### src/rtl/mfq_pkg.sv
package mfq_pkg;
  typedef enum logic {
    SIDE_TERM = 1'b0,
    SIDE_NET  = 1'b1
  } side_e;
endpackage

### src/rtl/mfq_half_edge.sv
module mfq_half_edge #(
  parameter int SYNC_STAGES = 0
) (
  input  logic clk,
  input  logic rst_n,
  input  logic half_i,
  output logic half_o,
  output logic rise_o,
  output logic fall_o
);
  logic half_q;

  generate
    if (SYNC_STAGES == 0) begin : g_direct
      assign half_o = half_i;
    end else begin : g_sync
      logic [SYNC_STAGES-1:0] chain;
      always_ff @(posedge clk) begin
        if (!rst_n) chain <= '0;
        else begin
          chain[0] <= half_i;
          for (int i = 1; i < SYNC_STAGES; i++) chain[i] <= chain[i-1];
        end
      end
      assign half_o = chain[SYNC_STAGES-1];
    end
  endgenerate

  always_ff @(posedge clk) begin
    if (!rst_n) half_q <= 1'b0;
    else        half_q <= half_o;
  end

  assign rise_o = half_o & ~half_q;
  assign fall_o = ~half_o & half_q;
endmodule

### src/rtl/mfq_net_side.sv
module mfq_net_side (
  input  logic clk,
  input  logic rst_n,
  input  logic en,
  input  logic rise,
  input  logic mark_in,
  input  logic rx_fa_stb,
  input  logic rx_fa,
  output logic mark_req,
  output logic maint_q
);
  logic window;

  always_ff @(posedge clk) begin
    if (!rst_n) begin
      mark_req <= 1'b0;
      window   <= 1'b0;
      maint_q  <= 1'b0;
    end else if (en) begin
      if (rise) begin
        mark_req <= mark_in;
        window   <= mark_req;
      end
      if (rx_fa_stb && window) maint_q <= rx_fa;
    end
  end
endmodule

### src/rtl/mfq_term_side.sv
module mfq_term_side (
  input  logic clk,
  input  logic rst_n,
  input  logic en,
  input  logic rise,
  input  logic fall,
  input  logic maint_in,
  input  logic rx_fa_stb,
  input  logic rx_fa,
  input  logic rx_n_stb,
  input  logic rx_n,
  output logic mark_det,
  output logic slot,
  output logic q_hold
);
  logic fa_seen;
  logic hit;
  logic q_smp;

  always_ff @(posedge clk) begin
    if (!rst_n) begin
      fa_seen  <= 1'b0;
      hit      <= 1'b0;
      q_smp    <= 1'b0;
      mark_det <= 1'b0;
      slot     <= 1'b0;
      q_hold   <= 1'b0;
    end else if (en) begin
      if (rx_fa_stb) fa_seen <= rx_fa;
      if (fall) q_smp <= maint_in;
      if (rise) begin
        mark_det <= hit;
        slot     <= hit;
        q_hold   <= q_smp;
        hit      <= 1'b0;
      end else if (rx_n_stb && fa_seen && !rx_n) begin
        hit <= 1'b1;
      end
    end
  end
endmodule

### src/rtl/mfq_ms_port.sv
module mfq_ms_port (
  input  logic clk,
  input  logic rst_n,
  input  logic is_net,
  input  logic half,
  input  logic msb_in,
  input  logic rx_m_stb,
  input  logic rx_m,
  input  logic rx_s_stb,
  input  logic rx_s,
  output logic tx_m,
  output logic tx_s,
  output logic msb_out
);
  logic m_rx;
  logic s_rx;

  always_ff @(posedge clk) begin
    if (!rst_n) begin
      tx_m    <= 1'b0;
      tx_s    <= 1'b0;
      m_rx    <= 1'b0;
      s_rx    <= 1'b0;
      msb_out <= 1'b0;
    end else begin
      if (is_net) begin
        if (half) tx_m <= msb_in;
        else      tx_s <= msb_in;
      end else begin
        if (rx_m_stb) m_rx <= rx_m;
        if (rx_s_stb) s_rx <= rx_s;
      end
      msb_out <= ~is_net & (half ? m_rx : s_rx);
    end
  end
endmodule

### src/rtl/mfq_handler.sv
module mfq_handler
  import mfq_pkg::*;
#(
  parameter int HALF_SYNC = 0
) (
  input  logic clk,
  input  logic rst_n,
  input  logic net_mode,
  input  logic half_frame,
  input  logic mark_in,
  output logic mark_out,
  output logic mark_oe,
  input  logic maint_in,
  output logic maint_out,
  output logic maint_oe,
  input  logic msb_in,
  output logic msb_out,
  output logic msb_oe,
  input  logic rx_fa_stb,
  input  logic rx_fa,
  input  logic rx_n_stb,
  input  logic rx_n,
  input  logic rx_m_stb,
  input  logic rx_m,
  input  logic rx_s_stb,
  input  logic rx_s,
  output logic tx_fa,
  output logic tx_n,
  output logic tx_l_ovr,
  output logic tx_l,
  output logic tx_m,
  output logic tx_s
);
  logic is_net;
  logic half_s, rise, fall;
  logic mark_req, maint_q;
  logic mark_det, slot, q_hold;

  assign is_net = (side_e'(net_mode) == SIDE_NET);

  mfq_half_edge #(.SYNC_STAGES(HALF_SYNC)) u_edge (
    .clk(clk), .rst_n(rst_n), .half_i(half_frame),
    .half_o(half_s), .rise_o(rise), .fall_o(fall)
  );

  mfq_net_side u_net (
    .clk(clk), .rst_n(rst_n), .en(is_net), .rise(rise),
    .mark_in(mark_in), .rx_fa_stb(rx_fa_stb), .rx_fa(rx_fa),
    .mark_req(mark_req), .maint_q(maint_q)
  );

  mfq_term_side u_term (
    .clk(clk), .rst_n(rst_n), .en(~is_net), .rise(rise), .fall(fall),
    .maint_in(maint_in), .rx_fa_stb(rx_fa_stb), .rx_fa(rx_fa),
    .rx_n_stb(rx_n_stb), .rx_n(rx_n),
    .mark_det(mark_det), .slot(slot), .q_hold(q_hold)
  );

  mfq_ms_port u_ms (
    .clk(clk), .rst_n(rst_n), .is_net(is_net), .half(half_s),
    .msb_in(msb_in), .rx_m_stb(rx_m_stb), .rx_m(rx_m),
    .rx_s_stb(rx_s_stb), .rx_s(rx_s),
    .tx_m(tx_m), .tx_s(tx_s), .msb_out(msb_out)
  );

  assign tx_fa     = is_net ? mark_req : (slot & q_hold);
  assign tx_n      = is_net & ~mark_req;
  assign tx_l_ovr  = ~is_net & slot;
  assign tx_l      = ~is_net & slot & q_hold;
  assign mark_out  = ~is_net & mark_det;
  assign maint_out = is_net & maint_q;
  assign mark_oe   = ~is_net;
  assign msb_oe    = ~is_net;
  assign maint_oe  = is_net;
endmodule

### config.mk
export PLATFORM = sky130hd
export DESIGN_NAME = mfq_handler
export DESIGN_NICKNAME = d
export VERILOG_FILES = /design/src/rtl/mfq_pkg.sv /design/src/rtl/mfq_half_edge.sv /design/src/rtl/mfq_net_side.sv /design/src/rtl/mfq_term_side.sv /design/src/rtl/mfq_ms_port.sv /design/src/rtl/mfq_handler.sv
export SDC_FILE = /design/constraint.sdc
export NUM_CORES = 1
export LEC_CHECK = 0
export BUFFER_PORTS_ARGS = -buffer_cell sky130_fd_sc_hd__clkbuf_2
export CAP_MARGIN = 40
export CORE_UTILIZATION = 37
export CTS_CLUSTER_DIAMETER = 60
export DETAILED_ROUTE_END_ITERATION = 8
export SETUP_SLACK_MARGIN = 0.5
export SLEW_MARGIN = 0
export SYNTH_ARGS = -nofsm -noshare
export SYNTH_HDL_FRONTEND = slang
export SYNTH_HIERARCHICAL = 1
export SYNTH_SLANG_ARGS = --single-unit
### constraint.sdc
create_clock -name clk -period 1.7 [get_ports clk]
set_input_delay 0.255 -clock clk [delete_from_list [all_inputs] [get_ports clk]]
set_output_delay 0.255 -clock clk [all_outputs]
set_load 0.02 [all_outputs]
==> results.cfg, run 1 <==
[run_status]
status = complete, but fails checks
failed_checks = DRC

[sta]
worst_pin_slew_ns = 0.336
max_freq_mhz = 810
max_slew_margin_pct = 77.5
hold_violations = 0
slew_violations = 0
fin_setup_tns_ns = 0
fin_skew_ns = 0.000650
min_period_over_period_pct = 72.6
setup_violations = 0
min_period_ns = 1.23
rsz0062_at_grt = true

[cts]
insertion_delay_ns = 0.27
clock_path_buffers = 2
postCtsSetupRepairBufs = 0
path_clk_slew_ns = 0.09
root_buffer = clkbuf_4
clock-sinks = 14
ctsHoldBuffers = 0
cts_made_buffers = 3
htree_levels = 1
cts_tree = built

[detailed_routing]
vias_per_cell = 4.62
ant_nets = 0
vias = 568
drt-total-wl_mm = 1.17
wl_per_cell_um = 9.54
dr.pass1.iters = 6
drc_errors = 1
drtIter0Drc = 2

[critical_path]
crit_buf_inv = 1
r2r_cells = 3
r2r_setup_slack_ns = 0.66
end_kind = output pin
worstReg2RegStart = u_edge/half_q
crit_arrival_ns = 0.98
crit_chain = nand2_2 -> o21ai_2 -> clkbuf_8
path_delay_family = flip-flops
worst_path_max_delay_cell = dfxtp_2
cpPeakStageDelay_ns = 0.36
required_ns = 1.44
start_kind = register
cp_max_fo = 4
crit_path_end = tx_fa
setup.worst_path.start = u_term/slot
reg2reg_to = u_term/slot
timing_worst_setup_path_type = reg2out
path_depth = 3

[yosys]
yosysWarnings = 6
ys_types = 20
synth_cells = 73
netlist_area_um2 = 661
avgSynthCellArea_um2 = 9.05
yosys_register_bits = 14
syn_nets = 88
yosysSeqAreaShare_pct = 42.4

[pwr]
pwr-share-comb_pct = 12.7
p_seq_share_pct = 51.4
p_clk_share_pct = 35.9
ir_worst_vdd_mv = 0.383
power_density_mw_per_mm2 = 772
p_leak_nw = 0.419
switching_power_w = 0.000163
swShare_pct = 24.4
intPower_w = 0.000504
totalPowerFinal_w = 0.000667

[finish]
drive_gt1_share_pct = 45.5
regArea_um2 = 284
nFillCells = 159
areaGrowthSynthToFinish_pct = 30.9
multiInputGateArea_um2 = 354
utilization_pct = 54.2
nNetsFinal = 115
antenna_cells = 0

[floorplan]
die_w_um = 44.3
chipHeight_um = 44.3
start_util_pct = 41.4
num_rows = 14
die-area_mm2 = 0.00196
fp.coreArea_mm2 = 0.00159
io_pins = 27

[global_routing]
gr-total-overflow = 0
antenna_found_initial = 0
track_usage_pct = 13.5
grt_pass1_wl_mm = 1.94
grt_most_used_layer = met1
grt_use_met3_pct = 2.45
grtUsageMet1_pct = 19.1
grt_max_degree = 19
grt_pass1_vias = 431
use_met2_pct = 18.5

[placement]
port_buffers = 26
routabilityCongestion = 0.684
hpwl_um = 850

[job]
drv_cap = 0

[worst_hold_path]
hold_path_depth = 3
hold_path_startpoint = rx_s
hp-class = in2reg
[layout by cell type (no fill, tap or decap)]
cell type	count
inv_1	1
inv_2	1
o21ai_2	1
o21a_1	4
a21oi_1	2
nor2_2	1
nand3_1	3
buf_6	1
a21boi_0	4
nor3b_1	1
nor2_1	1
dfxtp_1	11
clkbuf_8	2
mux2i_1	6
clkbuf_4	4
a21bo_2	2
clkbuf_2	21
nand2_2	1
and4b_1	1
and2_1	2
dfxtp_2	3
nor2b_1	5
nand2_1	12
and3_2	4
buf_4	2
nor2b_2	2
o211a_1	1
[registers in the layout (all words and copies together), names as in the netlist]
register,cells
u_term/hit,1
u_term/q_smp,1
u_edge/half_q,1
u_net/maint_q,1
u_ms/tx_m,1
u_term/fa_seen,1
u_ms/msb_out,1
u_term/slot,1
u_net/window,1
u_ms/s_rx,1
u_ms/tx_s,1
u_net/mark_req,1
u_term/q_hold,1
u_ms/m_rx,1
[worst register-to-register path, delay by kind of cell, from the launching register on]
family	cells	cell delay [ns]
AO/OA/AOI/OAI	2	0.32
flip-flops	1	0.32
AND/OR/NAND/NOR	1	0.30
[per-layer routing]
layer  vias to the layer above  part of all wire (%)
met2                        18                    43
met3                         2                   5.5
met4                         0                  0.77
li1                        299                     -
met1                       249                    50
met5                         -                     0
[kinds of logic after synthesis]
family,share of synthesized area [%]
simple gates,26.9
flops,42.4
compound gates,15.9
buf+inv,5.68
mux,9.09
[repair_timing]
item                       4_1_cts  5_1_grt
resized for setup               11        6
pin swaps                        2        2
setup endpoints to repair        7        4
[cell usage after synthesis]
| library cell | n | area, µm² |
|---|---|---|
| a21bo_2 | 2 | 20.0 |
| a21boi_0 | 4 | 30.0 |
| a21oi_1 | 2 | 10.0 |
| and2_1 | 2 | 12.5 |
| and3_2 | 4 | 30.0 |
| and4b_1 | 1 | 10.0 |
| buf_4 | 4 | 30.0 |
| dfxtp_1 | 14 | 280 |
| inv_1 | 1 | 3.75 |
| inv_2 | 1 | 3.75 |
| mux2i_1 | 6 | 60.1 |
| nand2_1 | 13 | 48.8 |
| nand3_1 | 3 | 15.0 |
| nor2_1 | 1 | 3.75 |
| nor2_2 | 1 | 6.26 |
| nor2b_1 | 7 | 43.8 |
| nor3b_1 | 1 | 7.51 |
| o211a_1 | 1 | 10.0 |
| o21a_1 | 4 | 30.0 |
| o21ai_1 | 1 | 5.00 |
[power by group through the flow]
stage	clock network, W	logic [W]	registers [W]
finish	0.000240	0.0000845	0.000343
global route	0.000264	0.0000935	0.000344
CTS	0.000250	0.0000848	0.000343
detailed placement	0	0.0000822	0.000350
global placement	0	0.0000816	0.000350
floorplan	0	0.0000444	0.000353
[layout make-up]
type,instances,share of cell area (%)
Clock buffer,4,4.20
Inverter,2,0.868
Multi-Input combinational cell,53,41.0
Sequential cell,14,32.9
Tap cell,24,3.47
Timing Repair Buffer,26,17.7
[worst min-delay path by stage]
stage                     end  slack (ns)
2_1_floorplan    u_ms/msb_out        0.33
3_3_place_gp        u_ms/tx_s        0.45
3_5_place_dp        u_ms/s_rx        0.45
4_1_cts             u_ms/s_rx        0.19
5_1_grt        u_net/mark_req        0.20
6_report            u_ms/s_rx        0.20
[metrics by stage]
stage / instance area (µm²) / hold slack (ns) / setup slack (ns) / cells
after CTS: 856 / 0.188 / 0.428 / 123
after detailed placement: 791 / 0.451 / 0.345 / 119
final: 865 / 0.198 / 0.466 / 123
after global routing: 865 / 0.201 / 0.413 / 123
after floorplan: 661 / 0.331 / 0.659 / 73
after global placement: 791 / 0.446 / 0.360 / 119
Power figures use the tool's default switching activity.
==> run 2: changes to the inputs <==
- PLACE_DENSITY: not set -> 0.66
- clock period: 1.7 -> 1 ns (I/O delays scaled with it)
==> run 2 against run 1 <==
Effect of this change:
- the flow finishes with violations (DRC, setup timing)
- sequential power grew 69%
- hold slack lost 0.10 ns
- die area unchanged
- via count is 8.6% higher
- setup slack worse by 0.57 ns
- combinational power increased to 3.2 times the previous value
- cell area rose by 44%
- clock skew grew 0.0068 ns
- sequential share of layout area is 8.0 points lower
- critical path type unchanged
- critical endpoint unchanged
==> results.cfg, run 2 (synthesis results as in run 1) <==
[run_status]
status = complete, but fails checks
failed_checks = DRC, setup timing

[floorplan]
io_pins = 27
num_rows = 14
die-area_mm2 = 0.00196
chipHeight_um = 44.3
start_util_pct = 41.4
fp.coreArea_mm2 = 0.00159
die_w_um = 44.3

[cts]
root_buffer = clkbuf_4
cts_made_buffers = 3
htree_levels = 1
clock-sinks = 14
clock_path_buffers = 2
insertion_delay_ns = 0.27
path_clk_slew_ns = 0.09
cts_tree = built
ctsHoldBuffers = 0

[worst_hold_path]
hold_path_depth = 3
hold_path_end = u_ms/s_rx
hp-class = in2reg
hold_path_startpoint = rx_s

[critical_path]
r2r_setup_slack_ns = 0.09
worst_path_max_delay_cell = dfxtp_4
reg2reg_to = u_term/slot
cp_max_fo = 4
path_delay_family = flip-flops
crit_buf_inv = 1
crit_arrival_ns = 0.96
r2r_cells = 3
start_kind = register
worstReg2RegStart = u_edge/half_q
required_ns = 0.85
timing_worst_setup_path_type = reg2out
cpPeakStageDelay_ns = 0.37
crit_chain = nand2_4 -> o21ai_4 -> buf_8
end_kind = output pin

[pwr]
ir_worst_vdd_mv = 0.732
power_density_mw_per_mm2 = 945
p_leak_nw = 0.563
totalPowerFinal_w = 0.00118

[sta]
worst_pin_slew_ns = 0.326
min_period_over_period_pct = 111
min_period_ns = 1.11
fin_ws_ns = -0.106
fin_skew_ns = 0.00740
slew_violations = 0
setup_violations = 4
max_freq_mhz = 904
hold_violations = 0
max_slew_margin_pct = 78.3
rsz0062_at_grt = true

[placement]
post-place-ws_ns = 0.00519
dp_cells = 123
routabilityCongestion = 0.674
port_buffers = 26
hpwl_mm = 1.01

[detailed_routing]
dr.pass1.iters = 8
drc_errors = 1
vias_per_cell = 4.64
drt-total-wl_mm = 1.52
ant_nets = 0
drtIter0Drc = 5
wl_per_cell_um = 11.4
vias = 617

[global_routing]
gr-total-overflow = 0
grt_pass1_wl_mm = 2.55
grt_pass1_vias = 594
grt_max_degree = 18
antenna_found_initial = 0
track_usage_pct = 18.4

[finish]
nNetsFinal = 125
utilization_pct = 78.3
antenna_cells = 0
finalNonFillerCells = 133
areaGrowthSynthToFinish_pct = 89.0
mostFrequentLayoutCells = clkbuf_2 (13), buf_8 (13), nand2_1 (10)
drive_gt1_share_pct = 71.6

[job]
drv_cap = 0
## run 2: metal layers
metal  GRT usage, %  wire length, µm  vias up
met1           22.1              692      276
met5              0                0        -
met2           30.3              752       16
li1               -                -      323
met4           10.9               18        0
met3           3.67               57        2
## run 2: cell type report
type | count | area (µm²)
sequential | 14 | 310
clock buffer | 4 | 26.3
timing repair buffer | 35 | 379
multi-input combinational | 54 | 483
inverter | 2 | 20.0
fill | 108 | 345
tap | 24 | 30.0
## run 2: through the flow
step / cell area [µm²] / TNS, ns / hold WS (ns)
floorplan: 773 / 0 / 0.216
finish: 1250 / -0.284 / 0.0957
global placement: 922 / 0 / 0.373
global route: 1250 / -0.524 / 0.0896
CTS: 1210 / -0.453 / 0.0844
detailed placement: 922 / 0 / 0.388
## run 2: repair_timing
item | 4_1_cts | 5_1_grt
resized for setup | 50 | 17
cloned | 1 | 0
endpoints found under the setup margin | 25 | 25
buffers inserted | 4 | 1
pin swaps | 8 | 4
## run 2: where the power goes
group	switching (W)	leakage (nW)	internal, W
Sequential	0.0000149	0.121	0.000565
Clock	0.000172	0.0150	0.000154
Combinational	0.000119	0.427	0.000154
## run 2: worst max-delay path by stage
| stage | slack [ns] | endpoint | depth (start not counted) | from |
|---|---|---|---|---|
| 2_1_floorplan | 0.17 | tx_fa | 3 | u_term/slot |
| 3_3_place_gp | 0.03 | tx_fa | 4 | net_mode |
| 3_5_place_dp | 0.005 | tx_fa | 4 | net_mode |
| 4_1_cts | -0.14 | tx_fa | 3 | u_term/slot |
| 5_1_grt | -0.16 | tx_fa | 3 | u_term/slot |
| 6_report | -0.11 | tx_fa | 3 | u_term/slot |
## run 2: worst reg2reg max path: stages, from the launching register on
cell and delay [ns]:
dfxtp_4 0.37, nor2b_4 0.18, and3_4 0.20, o21a_1 0.11
